--- src/rtl/slv_pkg.sv ---
package slv_pkg;
  typedef enum logic [1:0] {
    ACT_NONE  = 2'd0,
    ACT_REG   = 2'd1,
    ACT_MEM   = 2'd2,
    ACT_DUMMY = 2'd3
  } act_e;
endpackage

--- src/rtl/slv_window_cmp.sv ---
module slv_window_cmp #(
  parameter int ADDR_W   = 22,
  parameter int WIN_BITS = 7,
  localparam int HI_W    = ADDR_W - WIN_BITS
) (
  input  logic            clk_i,
  input  logic            rst_ni,
  input  logic            ld_i,
  input  logic [HI_W-1:0] base_i,
  input  logic            io_i,
  input  logic [HI_W-1:0] addr_hi_i,
  output logic            hit_o,
  output logic            io_map_o
);
  logic [HI_W-1:0] base_q;
  logic            io_q;

  always_ff @(posedge clk_i or negedge rst_ni) begin
    if (!rst_ni) begin
      base_q <= '0;
      io_q   <= 1'b0;
    end else if (ld_i) begin
      base_q <= base_i;
      io_q   <= io_i;
    end
  end

  assign hit_o    = (addr_hi_i == base_q);
  assign io_map_o = io_q;
endmodule

--- src/rtl/slv_cmd_decode.sv ---
module slv_cmd_decode
  import slv_pkg::*;
(
  input  logic cs_ni,
  input  logic mio_i,
  input  logic rd_ni,
  input  logic wr_ni,
  input  logic hit_i,
  input  logic io_map_i,
  output act_e act_o,
  output logic we_o
);
  logic valid;

  // exactly one strobe active; same-level pairs are idle/halt/inta
  assign valid = !cs_ni && (rd_ni ^ wr_ni);
  assign we_o  = !wr_ni;

  always_comb begin
    act_o = ACT_NONE;
    if (valid) begin
      if (mio_i)         act_o = (hit_i && !io_map_i) ? ACT_REG : ACT_MEM;
      else if (io_map_i) act_o = hit_i ? ACT_REG : ACT_DUMMY;
      else               act_o = ACT_NONE;
    end
  end
endmodule

--- src/rtl/slv_cycle_fsm.sv ---
module slv_cycle_fsm
  import slv_pkg::*;
#(
  parameter int ADDR_W       = 22,
  parameter int WIN_BITS     = 7,
  parameter int DUMMY_CYCLES = 2,
  localparam int CNT_W       = $clog2(DUMMY_CYCLES + 1)
) (
  input  logic                clk_i,
  input  logic                rst_ni,
  input  act_e                act_i,
  input  logic                we_i,
  input  logic                bhe_ni,
  input  logic [ADDR_W-1:0]   addr_i,
  output logic                reg_req_o,
  output logic                reg_we_o,
  output logic [WIN_BITS-1:0] reg_addr_o,
  input  logic                reg_done_i,
  output logic                mem_req_o,
  output logic                mem_we_o,
  output logic [ADDR_W-1:0]   mem_addr_o,
  input  logic                mem_done_i,
  output logic                wel_no,
  output logic                weh_no,
  output logic                sen_o
);
  typedef enum logic [1:0] {ST_IDLE, ST_BUSY, ST_DUMMY} st_e;

  st_e               st_q;
  logic              is_reg_q, we_q, bhe_n_q, sen_q;
  logic [ADDR_W-1:0] addr_q;
  logic [CNT_W-1:0]  cnt_q;
  logic              done, busy;

  assign busy = (st_q == ST_BUSY);
  assign done = is_reg_q ? reg_done_i : mem_done_i;

  always_ff @(posedge clk_i or negedge rst_ni) begin
    if (!rst_ni) begin
      st_q     <= ST_IDLE;
      is_reg_q <= 1'b0;
      we_q     <= 1'b0;
      bhe_n_q  <= 1'b1;
      addr_q   <= '0;
      cnt_q    <= '0;
      sen_q    <= 1'b0;
    end else begin
      sen_q <= 1'b0;
      case (st_q)
        ST_IDLE: begin
          if (act_i == ACT_REG || act_i == ACT_MEM) begin
            st_q     <= ST_BUSY;
            is_reg_q <= (act_i == ACT_REG);
            we_q     <= we_i;
            bhe_n_q  <= bhe_ni;
            addr_q   <= addr_i;
          end else if (act_i == ACT_DUMMY) begin
            st_q  <= ST_DUMMY;
            cnt_q <= '0;
          end
        end
        ST_BUSY: begin
          if (done) begin
            st_q  <= ST_IDLE;
            sen_q <= 1'b1;
          end
        end
        ST_DUMMY: begin
          if (cnt_q == CNT_W'(DUMMY_CYCLES - 1)) st_q <= ST_IDLE;
          else                                   cnt_q <= cnt_q + 1'b1;
        end
        default: st_q <= ST_IDLE;
      endcase
    end
  end

  assign reg_req_o  = busy && is_reg_q;
  assign mem_req_o  = busy && !is_reg_q;
  assign reg_we_o   = reg_req_o && we_q;
  assign mem_we_o   = mem_req_o && we_q;
  assign reg_addr_o = addr_q[WIN_BITS-1:0];
  assign mem_addr_o = addr_q;
  assign wel_no     = !(busy && we_q && !addr_q[0]);
  assign weh_no     = !(busy && we_q && !bhe_n_q);
  assign sen_o      = sen_q;
endmodule

--- src/rtl/slv_cycle_decode.sv ---
module slv_cycle_decode
  import slv_pkg::*;
#(
  parameter int ADDR_W       = 22,
  parameter int WIN_BITS     = 7,
  parameter int DUMMY_CYCLES = 2,
  localparam int HI_W        = ADDR_W - WIN_BITS
) (
  input  logic                clk_i,
  input  logic                rst_ni,
  input  logic                cs_ni,
  input  logic                mio_i,
  input  logic                rd_ni,
  input  logic                wr_ni,
  input  logic                bhe_ni,
  input  logic [ADDR_W-1:0]   addr_i,
  input  logic                reloc_ld_i,
  input  logic [HI_W-1:0]     reloc_base_i,
  input  logic                reloc_io_i,
  output logic                reg_req_o,
  output logic                reg_we_o,
  output logic [WIN_BITS-1:0] reg_addr_o,
  input  logic                reg_done_i,
  output logic                mem_req_o,
  output logic                mem_we_o,
  output logic [ADDR_W-1:0]   mem_addr_o,
  input  logic                mem_done_i,
  output logic                wel_no,
  output logic                weh_no,
  output logic                sen_o
);
  logic hit, io_map, we;
  act_e act;

  slv_window_cmp #(.ADDR_W(ADDR_W), .WIN_BITS(WIN_BITS)) u_win (
    .clk_i     (clk_i),
    .rst_ni    (rst_ni),
    .ld_i      (reloc_ld_i),
    .base_i    (reloc_base_i),
    .io_i      (reloc_io_i),
    .addr_hi_i (addr_i[ADDR_W-1:WIN_BITS]),
    .hit_o     (hit),
    .io_map_o  (io_map)
  );

  slv_cmd_decode u_dec (
    .cs_ni    (cs_ni),
    .mio_i    (mio_i),
    .rd_ni    (rd_ni),
    .wr_ni    (wr_ni),
    .hit_i    (hit),
    .io_map_i (io_map),
    .act_o    (act),
    .we_o     (we)
  );

  slv_cycle_fsm #(
    .ADDR_W(ADDR_W), .WIN_BITS(WIN_BITS), .DUMMY_CYCLES(DUMMY_CYCLES)
  ) u_fsm (
    .clk_i      (clk_i),
    .rst_ni     (rst_ni),
    .act_i      (act),
    .we_i       (we),
    .bhe_ni     (bhe_ni),
    .addr_i     (addr_i),
    .reg_req_o  (reg_req_o),
    .reg_we_o   (reg_we_o),
    .reg_addr_o (reg_addr_o),
    .reg_done_i (reg_done_i),
    .mem_req_o  (mem_req_o),
    .mem_we_o   (mem_we_o),
    .mem_addr_o (mem_addr_o),
    .mem_done_i (mem_done_i),
    .wel_no     (wel_no),
    .weh_no     (weh_no),
    .sen_o      (sen_o)
  );
endmodule

--- config.mk ---
export PLATFORM = sky130hd
export DESIGN_NAME = slv_cycle_decode
export DESIGN_NICKNAME = d
export VERILOG_FILES = /design/src/rtl/slv_pkg.sv /design/src/rtl/slv_window_cmp.sv /design/src/rtl/slv_cmd_decode.sv /design/src/rtl/slv_cycle_fsm.sv /design/src/rtl/slv_cycle_decode.sv
export SDC_FILE = /design/constraint.sdc
export NUM_CORES = 1
export LEC_CHECK = 0
export BUFFER_PORTS_ARGS = -buffer_cell sky130_fd_sc_hd__buf_2
export CAP_MARGIN = 25
export CORE_MARGIN = 2
export CORE_UTILIZATION = 44
export DETAILED_ROUTE_END_ITERATION = 12
export PLACE_DENSITY = 0.76
export SLEW_MARGIN = 15
export SYNTH_ARGS = -nofsm -noshare
export SYNTH_HDL_FRONTEND = slang
export SYNTH_HIERARCHICAL = 1
export SYNTH_SLANG_ARGS = --single-unit
--- constraint.sdc ---
create_clock -name clk_i -period 2.71 [get_ports clk_i]
set_clock_uncertainty 0.05 [all_clocks]
set_input_delay 0.271 -clock clk_i [delete_from_list [all_inputs] [get_ports clk_i]]
set_output_delay 0.271 -clock clk_i [all_outputs]
set_load 0.1 [all_outputs]
* Word level (Yosys, flattened, before mapping)
Index checks and enable logic that the tools add are counted.
** Operators by class
- $add $sub $neg :: 1
- Eq/ne operators :: 13
- Muxes and demuxes :: 17
- Bitwise operators :: 1
- Reduce and logical (&&, ||, !) cells :: 23
** Operators with widths (count)
- 2-bit two-way mux :: 12
- 15-bit equality test :: 1
- 1-bit logical AND :: 9
- 1-bit zero test :: 8
- 2-bit by 1-bit equality test with 1-bit output (second input constant) :: 3
- 2-bit equality test (second input constant) :: 3
- 2-bit by 1-bit != test with 1-bit output (second input constant) :: 3
- 2-bit case mux with 3 select lines :: 1
- 2-bit != test (second input constant) :: 2
- 2-bit case mux with 2 select lines :: 1
- 4-bit AND reduction :: 1
- 1-bit two-way mux :: 3
- 3-bit by 1-bit != test with 1-bit output (second input constant) :: 1
- 3-bit AND reduction :: 1
- 2-bit by 1-bit adder with 2-bit output (second input constant) :: 1
- 2-bit zero test :: 1
- 2-bit AND reduction :: 1
- 2-bit nonzero test :: 1
- 1-bit logical OR :: 1
- 1-bit XOR :: 1
** Word-level totals
- Bits in registers :: 46
- Input bits :: 48
- Output and inout bits :: 36
- Word-level logic and storage cells :: 64

* Longest topological paths before layout
- Word-level depth :: 9
- Depth in mapped cells :: 10
- Mapped depth without buffers :: 10

* Modules after synthesis
Netlist, hierarchy kept.
** Modules (own cells, without submodules)
- slv_cycle_fsm :: instances 1, cells an instance 100, area each 1356.3 um2, seq. area each 752.0 um2
- slv_window_cmp :: instances 1, cells an instance 54, area each 808.3 um2, seq. area each 400.4 um2
- slv_cmd_decode :: instances 1, cells an instance 8, area each 62.6 um2, seq. area each 0.0 um2

* Least setup slack after synthesis
Ideal clock, no wire load.
- Path kind :: flip-flop to flip-flop
- Start :: register u_win.base_q[11]
- End :: register u_fsm.addr_q[2] (netlist: u_fsm/mem_addr_o[2])
- Library setup time :: 126 ps
- Arrival time :: 2502 ps
- Required time :: 2534 ps
- Slack :: 33 ps
- Cell stages (with the launch flop) :: 11
- Path buffers :: 1
- Period minus slack after synthesis :: 2677 ps
- Path through :: dfrtp_1 xnor2_1 nand4_1 nor4_2 nand3b_1 a211oi_2 inv_1 ha_1 nor3b_4 buf_6 mux2_2
** Between the ends
- Word-level cells in the longest chain between the ends :: 8
- Elaborated cells between the ends (all ways) :: 11
- Those cells by class :: eq/ne (3); mux (5); reduce/logical (3)
** RTL lines
- start, declared :: line slv_window_cmp.sv:15 : logic [HI_W-1:0] base_q;
- start signal, assigned :: line slv_window_cmp.sv:23 : base_q <= base_i;
- 15-bit equality test (*) :: line slv_window_cmp.sv:28 : assign hit_o = (addr_hi_i == base_q);
- via hit :: line slv_cycle_decode.sv:32 : logic hit, io_map, we;
- 1-bit logical AND (*) :: line slv_cmd_decode.sv:22 : if (mio_i) act_o = (hit_i && !io_map_i) ? ACT_REG : ACT_MEM;
- 2-bit two-way mux (*) (2 in series) :: line slv_cmd_decode.sv:22
- 2-bit two-way mux (*) :: line slv_cmd_decode.sv:21 : if (valid) begin
- via act[0] :: line slv_cycle_decode.sv:33 : act_e act;
- 2-bit by 1-bit equality test with 1-bit output or 2-bit equality test (tied branches) :: line slv_cycle_fsm.sv:51 : if (act_i == ACT_REG || act_i == ACT_MEM) begin
- 1-bit logical OR (*) :: line slv_cycle_fsm.sv:51
- 2-bit AND reduction (no line) (*)
- end signal, assigned :: line slv_cycle_fsm.sv:56 : addr_q <= addr_i;
- end, declared :: line slv_cycle_fsm.sv:31 : logic [ADDR_W-1:0] addr_q;
The timed path passes the listed nets; every way through them passes the cells marked *.
A chain may end at the register's enable or synchronous reset.

* Worst setup path after layout
- Start :: register u_win.base_q[6]
- End :: register u_fsm.addr_q[20] (netlist: u_fsm/mem_addr_o[20])
Same word-level chain as after synthesis.

==> key figures <==
Status
  – Outcome: finished, violations left
  – Failing checks: negative setup slack

Critical path
  – WS Path Type: reg2reg
  – Cell chain of the critical path: xnor2_2 > nand4_1 > nor4_2 > nand3b_1 > a211oi_2 > inv_1 > ha_4 > nor3b_4 > buf_6 > buf_16 > mux2_4
  – Worst stage delay on the critical path: 420 ps
  – Crit-path leading delay family: simple AND/OR/NAND/NOR gates
  – Worst path required time: 2840 ps
  – WP data arrival: 2930 ps
  – Reg-to-reg startpoint: u_win/base_q[6]
  – WP buf/inv: 3
  – Setup crit end kind: flip-flop
  – Crit path max fanout: 12
  – Startpoint Class: flip-flop
  – Critical Path Start: u_win/base_q[6]
  – Crit-path slowest cell: dfrtp_1

Logic synthesis
  – Area share of the largest cell type after synthesis: 0.506
  – Ys Warns: 6
  – Top cells by area, synth: dfrtp_1 (51%), mux2_2 (15%), mux2_4 (6.7%), xnor2_1 (6.3%), buf_6 (2.5%)
  – Post-synth net total: 214
  – Yosys reg bits: 46
  – Syn_area_per_cell: 13.7 um^2
  – Netlist cell types: 33
  – Largest area contributor in the netlist: dfrtp_1
  – Post-synthesis sequential area ratio: 0.517
  – Post-Synthesis Cells: 162
  – Netlist Area Pre-Place: 2230 um^2

Floorplan
  – Core Region: 4820 um^2
  – Die height: 75.1 um
  – Chip Width: 75.1 um
  – I/O pins: 84
  – Die area: 5650 um^2
  – Starting density of the core: 0.462
  – Rows: 25

STA
  – RSZ-0062 raised after global routing: yes
  – Final setup slack of the worst path: -95.7 ps
  – Max-slew violations: 0
  – Final period utilization: 1.04
  – Minimum clock period: 2810 ps
  – Max Fclk: 356 MHz
  – Slew margin rel.: 0.568
  – Final setup violation count: 25
  – Final hold vios: 0
  – Worst Tran Pin Value: 648 ps

Drt
  – Initial DRC Count: 46
  – Final wirelength: 4860 um
  – Vias/cell: 4.82
  – First-pass DRT Iterations: 4
  – DRC viols: 0
  – Antenna Nets Post-Route: 0
  – Via Count: 1542
  – DR WL/cell: 15.2 um

Global routing
  – Antenna violations before repair: 0
  – Pin count of the biggest net entering global routing: 30
  – Gr usage total: 0.171
  – First-pass GRT wire length: 7170 um
  – Vias in the first global route: 1465
  – Global-route congestion overflow total: 0

Finish
  – Layout cells sized above 1: 0.609
  – Area growth from synthesis to layout: 34.1%
  – Layout fillers: 408
  – Ant diodes: 0
  – Final Util: 0.620
  – Layout Nets: 304

Clock tree
  – Maximum level of the CTS H-tree: 2
  – Clock sinks: 46
  – Clock transition at path regs: 90 ps
  – Clock Path Buffers: 2
  – Worst-Skew Late Latency: 290 ps
  – CTS Buf Count: 5
  – Root buffer cell: clkbuf_8
  – CTS tree: built

Min path
  – Hold Crit Class: in2reg
  – Worst Min Path Start: reloc_base_i[3]

Run
  – Max-Cap Viols: 0

Placement
  – Gpl congestion: 0.690
  – IO buf count: 83
  – Detailed Place HPWL: 3230 um
## layer usage
metal | global-route usage | up-vias | wire length (um)
met4 | 0.0487 | 0 | 26
li1 | - | 735 | -
met1 | 0.244 | 757 | 2210
met2 | 0.252 | 46 | 2380
met5 | 0 | - | 0
met3 | 0.0549 | 4 | 246
## synth_stat cells
| master | instances |
|---|---|
| nand2_1 | 2 |
| nand3b_1 | 1 |
| nand4_1 | 3 |
| nand2b_1 | 2 |
| or3_1 | 1 |
| nor2b_1 | 2 |
| o21ai_0 | 1 |
| and2_1 | 1 |
| a22o_1 | 2 |
| mux2_4 | 10 |
| ha_1 | 4 |
| dfstp_2 | 1 |
| buf_2 | 1 |
| and3_1 | 1 |
| nor3b_1 | 1 |
| inv_1 | 5 |
| a21oi_1 | 2 |
| mux2_2 | 30 |
| nand3_1 | 1 |
| nor3_1 | 2 |
| mux2_1 | 1 |
| xnor2_1 | 16 |
| buf_6 | 5 |
| buf_4 | 7 |
| o21bai_1 | 2 |
| mux2i_1 | 1 |
| nor2_1 | 5 |
| or2_2 | 2 |
| a211oi_2 | 2 |
| nor3b_4 | 1 |
| nor4_2 | 1 |
| dfrtp_1 | 45 |
| a21o_1 | 1 |
## worst register-to-register path, delay by kind of cell (launching register included)
kind | cells | cell delay, ps
AOI/OAI and AO/OA | 1 | 250
adders and majority gates | 1 | 280
xor gates and xnor gates | 1 | 150
DFF | 1 | 420
muxes | 1 | 310
and+or+nand+nor | 4 | 800
buffers and inverters | 3 | 450
## sequential cells by signal, summed over array words and instances (netlist names)
register          cells
u_fsm/mem_addr_o     22
u_fsm/sen_o           1
u_fsm/cnt_q           2
u_fsm/we_q            1
u_win/io_map_o        1
u_fsm/is_reg_q        1
u_fsm/bhe_n_q         1
u_win/base_q         15
u_fsm/st_q            2
## what timing repair did
item / CTS / global route
buffers inserted: 8 / 1
gates cloned: 1 / 1
hold buffers: 1 / 0
hold endpoints to repair: 28 / 0
resized for setup: 14 / 19
setup endpoints to repair: 25 / 27
pin swaps: 6 / 10
## metrics by stage
stage | cell area (um^2) | instances | setup WS, ps | hold slack [ps] | TNS [ps]
after floorplan | 2230 | 162 | 32.7 | -74.6 | 0
after global placement | 2660 | 303 | 22.8 | 283 | 0
after detailed placement | 2660 | 303 | -47.3 | 292 | -926
after CTS | 2890 | 321 | -61.5 | 145 | -1150
after global routing | 2990 | 320 | -193 | 135 | -4300
final | 2990 | 320 | -95.7 | 152 | -1970
## cell families after synthesis
group	after synthesis	synth area share
flip-flops	46	0.517
multiplexers	42	0.229
AND/OR/NAND/NOR	26	0.0730
buffers and inverters	18	0.0595
XOR/XNOR	16	0.0629
AO/OA/AOI/OAI	10	0.0360
adder cells (fa/ha/maj)	4	0.0225
## area by class of cell
class / instances / area (um^2) / area share
Sequential cell: 46 / 1150 / 0.386
Inverter: 5 / 18.8 / 0.00628
Timing Repair Buffer: 96 / 569 / 0.191
Clock buffer: 6 / 72.6 / 0.0243
Tap cell: 67 / 83.8 / 0.0281
Clock inverter: 2 / 13.8 / 0.00461
Multi-Input combinational cell: 98 / 1080 / 0.360
## cells in the final DEF (no fill, tap or decap), drive strengths merged, types with 3 or more instances in the layout
cell type  instances
buf               94
clkbuf             7
dfrtp             45
ha                 4
inv                5
mux2              41
nand4              3
nor2               5
xnor2             16
## path summary, 6_finish.rpt
check	end	cells after the start	slack, ps
setup / recovery	u_fsm/mem_addr_o[20]	11	-100
hold / removal	u_win/base_q[3]	2	150
setup reg to reg	u_fsm/mem_addr_o[20]	11	-100
hold reg to reg	u_fsm/mem_addr_o[21]	1	460
max in group asynchronous	u_fsm/bhe_n_q	3	1340
min in group asynchronous	u_fsm/mem_addr_o[2]	2	500
Power is not shown: default switching activity piles up to over one toggle a cycle in this logic, so the estimate is an artifact.
